<file path="config.mk">
export PLATFORM = sky130hd
export DESIGN_NAME = coef_store_loader
export DESIGN_NICKNAME = d
export VERILOG_FILES = /design/src/rtl/csl_pkg.sv /design/src/rtl/csl_rise_det.sv /design/src/rtl/csl_tap_phase_ctr.sv /design/src/rtl/csl_port_mux.sv /design/src/rtl/coef_store_loader.sv
export SDC_FILE = /design/constraint.sdc
export NUM_CORES = 1
export LEC_CHECK = 0
export ABC_AREA = 1
export ABC_CLOCK_PERIOD_IN_PS = 1900
export BUFFER_PORTS_ARGS = -buffer_cell sky130_fd_sc_hd__buf_4
export CORE_MARGIN = 4
export CORE_UTILIZATION = 46
export DETAILED_ROUTE_END_ITERATION = 10
export PLACE_DENSITY_LB_ADDON = 0.25
export SYNTH_ARGS = -nofsm -noshare
export SYNTH_HDL_FRONTEND = slang
export SYNTH_SLANG_ARGS = --single-unit
</file>
<file path="constraint.sdc">
create_clock -name clk -period 1.9 [get_ports clk]
set_input_delay 0.19 -clock clk [delete_from_list [all_inputs] [get_ports clk]]
set_output_delay 0.19 -clock clk [all_outputs]
set_load 0.005 [all_outputs]
</file>
<file path="src/rtl/csl_pkg.sv">
package csl_pkg;
  typedef enum logic [1:0] {
    LD_IDLE = 2'd0,
    LD_LO   = 2'd1,
    LD_HI   = 2'd2
  } ld_state_e;
endpackage

</file>
<file path="src/rtl/csl_rise_det.sv">
module csl_rise_det (
  input  logic clk,
  input  logic rst_n,
  input  logic level_i,
  output logic rise_o
);
  logic level_q;

  // Reset high so a level already asserted at reset release is not an edge.
  always_ff @(posedge clk or negedge rst_n) begin
    if (!rst_n) level_q <= 1'b1;
    else        level_q <= level_i;
  end

  assign rise_o = level_i & ~level_q;

  // a detected edge never lasts two cycles
  a_r1_single_edge: assert property (@(posedge clk) disable iff (!rst_n)
    rise_o |=> !rise_o);
endmodule

</file>
<file path="src/rtl/csl_tap_phase_ctr.sv">
module csl_tap_phase_ctr #(
  parameter int TAP_AW = 4,
  parameter int PH_AW  = 4
) (
  input  logic              clk,
  input  logic              rst_n,
  input  logic              clr,
  input  logic              adv,
  input  logic [TAP_AW:0]   tap_lim,
  input  logic [PH_AW:0]    ph_lim,
  output logic [TAP_AW-1:0] tap,
  output logic [PH_AW-1:0]  phase,
  output logic              tap_wrap,
  output logic              all_last
);
  logic [TAP_AW-1:0] tap_d;
  logic [PH_AW-1:0]  phase_d;

  assign tap_wrap = ({1'b0, tap} == (tap_lim - 1'b1));
  assign all_last = tap_wrap && ({1'b0, phase} == (ph_lim - 1'b1));

  always_comb begin
    tap_d   = tap;
    phase_d = phase;
    if (clr) begin
      tap_d   = '0;
      phase_d = '0;
    end else if (adv) begin
      if (tap_wrap) begin
        tap_d   = '0;
        phase_d = phase + 1'b1;
      end else begin
        tap_d   = tap + 1'b1;
      end
    end
  end

  always_ff @(posedge clk or negedge rst_n) begin
    if (!rst_n) begin
      tap   <= '0;
      phase <= '0;
    end else if (clr || adv) begin
      tap   <= tap_d;
      phase <= phase_d;
    end
  end

  // every advanced write address stays inside the configured taps/phases
  a_r4_tap_in_range: assert property (@(posedge clk) disable iff (!rst_n)
    adv |-> ({1'b0, tap} < tap_lim));
  a_r4_phase_in_range: assert property (@(posedge clk) disable iff (!rst_n)
    adv |-> ({1'b0, phase} < ph_lim));
endmodule

</file>
<file path="src/rtl/csl_port_mux.sv">
module csl_port_mux #(
  parameter int AW = 12
) (
  input  logic          own_wr,
  input  logic [AW-1:0] wr_addr,
  input  logic [AW-1:0] rd_addr,
  output logic [AW-1:0] port_addr
);
  assign port_addr = own_wr ? wr_addr : rd_addr;
endmodule

</file>
<file path="src/rtl/coef_store_loader.sv">
module coef_store_loader
  import csl_pkg::*;
#(
  parameter int TAP_AW = 4,
  parameter int PH_AW  = 4,
  parameter int SET_AW = 4,
  parameter int COEF_W = 16
) (
  input  logic                              clk,
  input  logic                              rst_n,
  input  logic                              vblank_i,
  input  logic                              fifo_empty,
  input  logic [2*COEF_W-1:0]               fifo_rdata,
  output logic                              fifo_rd,
  input  logic [SET_AW-1:0]                 set_sel,
  input  logic [TAP_AW:0]                   tap_cnt,
  input  logic [PH_AW:0]                    phase_cnt,
  input  logic [SET_AW+PH_AW+TAP_AW-1:0]    filt_raddr,
  output logic [SET_AW+PH_AW+TAP_AW-1:0]    ram_addr,
  output logic [COEF_W-1:0]                 ram_wdata,
  output logic                              ram_we,
  output logic                              busy,
  output logic                              load_done,
  output logic                              load_err
);
  localparam int ADDR_W = SET_AW + PH_AW + TAP_AW;

  ld_state_e          st_q, st_d;
  logic [SET_AW-1:0]  set_q;
  logic [TAP_AW:0]    tap_lim_q;
  logic [PH_AW:0]     ph_lim_q;
  logic               done_d, err_d;
  logic               rise, start, adv, take_hi;
  logic [TAP_AW-1:0]  tap;
  logic [PH_AW-1:0]   phase;
  logic               tap_wrap, all_last;
  logic [ADDR_W-1:0]  wr_addr;

  csl_rise_det u_edge (
    .clk     (clk),
    .rst_n   (rst_n),
    .level_i (vblank_i),
    .rise_o  (rise)
  );

  assign start = (st_q == LD_IDLE) && rise && !fifo_empty &&
                 (tap_cnt != '0) && (phase_cnt != '0);

  csl_tap_phase_ctr #(.TAP_AW(TAP_AW), .PH_AW(PH_AW)) u_ctr (
    .clk      (clk),
    .rst_n    (rst_n),
    .clr      (start),
    .adv      (adv),
    .tap_lim  (tap_lim_q),
    .ph_lim   (ph_lim_q),
    .tap      (tap),
    .phase    (phase),
    .tap_wrap (tap_wrap),
    .all_last (all_last)
  );

  // Next-state and output decode
  always_comb begin
    st_d    = st_q;
    adv     = 1'b0;
    fifo_rd = 1'b0;
    ram_we  = 1'b0;
    take_hi = 1'b0;
    done_d  = 1'b0;
    err_d   = 1'b0;
    unique case (st_q)
      LD_IDLE: begin
        if (start) st_d = LD_LO;
      end
      LD_LO: begin
        if (fifo_empty) begin
          err_d = 1'b1;
          st_d  = LD_IDLE;
        end else begin
          ram_we = 1'b1;
          adv    = 1'b1;
          if (tap_wrap) begin
            fifo_rd = 1'b1;   // odd tail: upper half dropped
            if (all_last) begin
              done_d = 1'b1;
              st_d   = LD_IDLE;
            end
          end else begin
            st_d = LD_HI;
          end
        end
      end
      LD_HI: begin
        ram_we  = 1'b1;
        take_hi = 1'b1;
        adv     = 1'b1;
        fifo_rd = 1'b1;
        if (all_last) begin
          done_d = 1'b1;
          st_d   = LD_IDLE;
        end else begin
          st_d = LD_LO;
        end
      end
      default: st_d = LD_IDLE;
    endcase
  end

  always_ff @(posedge clk or negedge rst_n) begin
    if (!rst_n) begin
      st_q      <= LD_IDLE;
      load_done <= 1'b0;
      load_err  <= 1'b0;
    end else begin
      st_q      <= st_d;
      load_done <= done_d;
      load_err  <= err_d;
    end
  end

  always_ff @(posedge clk or negedge rst_n) begin
    if (!rst_n) begin
      set_q     <= '0;
      tap_lim_q <= '0;
      ph_lim_q  <= '0;
    end else if (start) begin
      set_q     <= set_sel;
      tap_lim_q <= tap_cnt;
      ph_lim_q  <= phase_cnt;
    end
  end

  assign busy      = (st_q != LD_IDLE);
  assign wr_addr   = {set_q, phase, tap};
  assign ram_wdata = take_hi ? fifo_rdata[2*COEF_W-1:COEF_W] : fifo_rdata[COEF_W-1:0];

  csl_port_mux #(.AW(ADDR_W)) u_mux (
    .own_wr    (busy),
    .wr_addr   (wr_addr),
    .rd_addr   (filt_raddr),
    .port_addr (ram_addr)
  );

  // pops only while a word is present
  a_r9_pop_nonempty: assert property (@(posedge clk) disable iff (!rst_n)
    fifo_rd |-> !fifo_empty);
  // every pop accompanies a store write
  a_r9_pop_with_write: assert property (@(posedge clk) disable iff (!rst_n)
    fifo_rd |-> ram_we);
  // no store write while the read path owns Port A
  a_r5_idle_no_write: assert property (@(posedge clk) disable iff (!rst_n)
    !busy |-> !ram_we);
  // a load begins only after an edge from the detector
  a_r1_start_on_edge: assert property (@(posedge clk) disable iff (!rst_n)
    $rose(busy) |-> $past(rise));
  // completion pulse is single-cycle and arrives with the loader idle
  a_r8_done_idle: assert property (@(posedge clk) disable iff (!rst_n)
    load_done |-> !busy);
  a_r8_done_pulse: assert property (@(posedge clk) disable iff (!rst_n)
    load_done |=> !load_done);
  // abort and completion are mutually exclusive
  a_r7_err_not_done: assert property (@(posedge clk) disable iff (!rst_n)
    !(load_done && load_err));
endmodule

</file>
==> results.cfg <==
[yosys]
synth.avg_cell_area_sq_um = 6.25
yosys.area.top_type_share_pct = 33.9
yosys.area.top_type = dfrtp_1
netlist_area_sq_um = 1920
synth-seq-area-share_pct = 35.3
synthCells = 307
yosysWarnings = 0
ys_ff_latch = 27
synth_area_leaders = dfrtp_1 34%, nand2_1 29%, inv_1 6.3%
ys_types = 21
syn_nets = 377

[worst_setup_path]
cp.buffers_inverters = 3
cp-start-kind = flop
rr_startpoint = tap_lim_q[1]
cp_slowest_stage_delay_ns = 0.39
reg2regPathDepth = 15
cp.required_ns = 1.71
crit_cells = 11
reg2reg_slack_ns = 0.12
cp_cell_sequence = inv_2, ha_4, inv_2, nand2_1, nand2_1, nor2_2, nand2_1, nor2_1, nand3_1, a21boi_2, buf_4
startpoint = tap_lim_q[1]
crit_slowest_cell = dfrtp_1
crit_path_frequent_cell = nand2_1
path_max_fanout = 2
worstReg2RegEnd = st_q[1]
end_kind = primary output
cp.arrival_ns = 1.79
crit_path_end = fifo_rd
crit_type = reg -> out
cp_top_family = simple AND/OR/NAND/NOR gates

[cells_and_area]
nets = 482
layout_common_cells = 146 x nand2_1, 106 x buf_4, 29 x inv_1, 26 x dfrtp_1, 21 x o21ai_1
syn_to_final_growth_pct = 48.7
drive_gt1_share_pct = 32.6
multiInputGateArea_sq_um = 1110
fin_cells = 461
fin_area_sq_um = 2850
antenna_cells = 0
utilization_pct = 70.8
final_common_cell = nand2_1
seq_area_sq_um = 677
fillers = 339

[drt]
drcViolationCount = 0
drt.antenna.violating_nets = 0
drt_wl_total_mm = 5.48
post_drt_wl_per_cell_um = 11.9
routed_via_density = 4.90
vias = 2259
first_pass_iters = 5
drtIter0Drc = 56

[floorplanning]
io_pins = 95
die-width_um = 72.6
start_util_pct = 47.6
num_rows = 23
fp.dieH_um = 72.6
die_area_sq_um = 5270
core_sq_um = 4030

[hold_path]
worstHoldPathType = in -> reg
hold_depth = 1

[power_and_ir_drop]
switchingPower_mw = 1.61
swShare_pct = 44.7
pwr_density_cell_nw_per_um2 = 1260
power.share.combinational_pct = 64.1
p_int_mw = 1.98
p_leak_nw = 1.64
p_seq_share_pct = 26.8
peakVddDrop_uv = 577
p_clk_share_pct = 9.1

[clock_network]
clock_sinks = 27
htree_levels = 1
clockBufferDepth = 2
clockRootBuffer = clkbuf_8
worstSkewPairLatency_ns = 0.27
cts.clk_slew.worst_paths_ns = 0.09
cts_buffers = 3
cts_tree = done

[sta]
setup_ws_ns = -0.0798
setup_viol = 1
tightestPinTransition_ns = 0.359
finalHoldViolations = 0
rsz0062_at_grt = true
fin_crit_sh_pct = 104
max_freq_mhz = 505
timing.slew.headroom_pct = 76.1
slew_violations = 0
fin_skew_ns = 0.00488
finalCriticalPeriod_ns = 1.98

[placed_design]
post-place-ws_ns = 0.0301
dp_cells = 450
hpwl_mm = 4.29
gp_congestion = 0.815
port_buffers = 94
placedInstanceArea_sq_um = 2700

[global_routing]
grt_max_degree = 28
grtUsageTotal_pct = 20.8
overflow = 0
antenna_found_initial = 0
grt_pass1_wl_mm = 8.87
grt_pass1_vias = 2187

[status]
status = complete, but fails checks
violations = negative setup slack

[job]
drv_cap = 0
[synthesized netlist by cell type]
| library cell | n |
|---|---|
| nand2_2 | 1 |
| xor2_1 | 4 |
| o21ai_1 | 21 |
| inv_1 | 32 |
| o21ai_0 | 9 |
| dfstp_2 | 1 |
| nand3_2 | 1 |
| nor3_1 | 3 |
| clkbuf_1 | 6 |
| nand2_1 | 148 |
| dfrtp_1 | 26 |
| ha_1 | 8 |
| inv_2 | 8 |
| nor2_1 | 17 |
| nor2_2 | 1 |
| nand3_1 | 15 |
| nand4_1 | 2 |
| nor4_4 | 1 |
| buf_4 | 1 |
| clkinv_1 | 1 |
| a21boi_0 | 1 |
[cell families (layout without fill, tap and decap cells)]
family,count (synthesis),in the layout,share of synthesized area (%)
compound gates,31,31,8.21
xor+xnor,4,4,1.83
fa+ha+maj,8,8,5.22
buf+inv,48,152,9.58
flops,27,27,35.3
simple gates,189,189,39.9
[worst min path at each step]
stage	end	slack (ns)	startpoint
2_1_floorplan	load_done	-0.11	rst_n
4_1_cts	u_edge.level_q	0.03	vblank_i
5_1_grt	u_edge.level_q	0.01	vblank_i
3_3_place_gp	u_ctr.tap[1]	0.12	rst_n
6_report	u_edge.level_q	0.03	vblank_i
3_5_place_dp	tap_lim_q[3]	0.13	rst_n
[worst reg2reg max path: cells and delay by family, from the launching register on]
family | cells | cell delay, ns
flops | 1 | 0.39
fa+ha+maj | 1 | 0.27
buf+inv | 4 | 0.31
simple gates | 10 | 0.75
[metal layers]
metal | global-route usage (%) | wire length (um) | up-vias
met5 | 0 | 0 | -
met3 | 4.27 | 439 | 17
met2 | 37.1 | 2710 | 93
met1 | 24.3 | 2190 | 1000
li1 | - | - | 1149
met4 | 7.79 | 139 | 0
[timing repair]
action / CTS / global route
endpoints found under the hold margin: 26 / 0
hold buffers: 1 / 0
setup endpoints to repair: 10 / 12
setup buffers: 5 / 2
gates resized for setup: 7 / 10
pin swaps: 2 / 6
[area by class of cell]
cell class,instances,area share [%]
Clock buffer,4,1.58
Inverter,41,5.48
Multi-Input combinational cell,232,38.8
Sequential cell,27,23.7
Tap cell,50,2.19
Timing Repair Buffer,107,28.2
[flip-flops by register name, summed over array words and instances (netlist names)]
signal          cells
u_edge.level_q      1
load_done           1
load_err            1
set_q               4
ph_lim_q            5
tap_lim_q           5
u_ctr.phase         4
st_q                2
u_ctr.tap           4
[power by group through the flow]
stage / combinational (mW) / sequential (mW) / clock, mW
finish: 2.30 / 0.962 / 0.328
global route: 2.63 / 0.991 / 0.350
CTS: 2.21 / 0.959 / 0.331
detailed placement: 2.09 / 0.971 / 0
global placement: 2.03 / 0.965 / 0
floorplan: 1.30 / 0.927 / 0
[through the flow]
stage / hold slack (ns) / power (mW) / setup TNS, ns
6_report: 0.0295 / 3.59 / -0.0798
5_1_grt: 0.0148 / 3.98 / -0.350
4_1_cts: 0.0251 / 3.50 / -0.0796
3_5_place_dp: 0.127 / 3.06 / 0
3_3_place_gp: 0.124 / 3.00 / 0
2_1_floorplan: -0.106 / 2.23 / 0
Note: power is estimated with default switching activity, not from simulation.
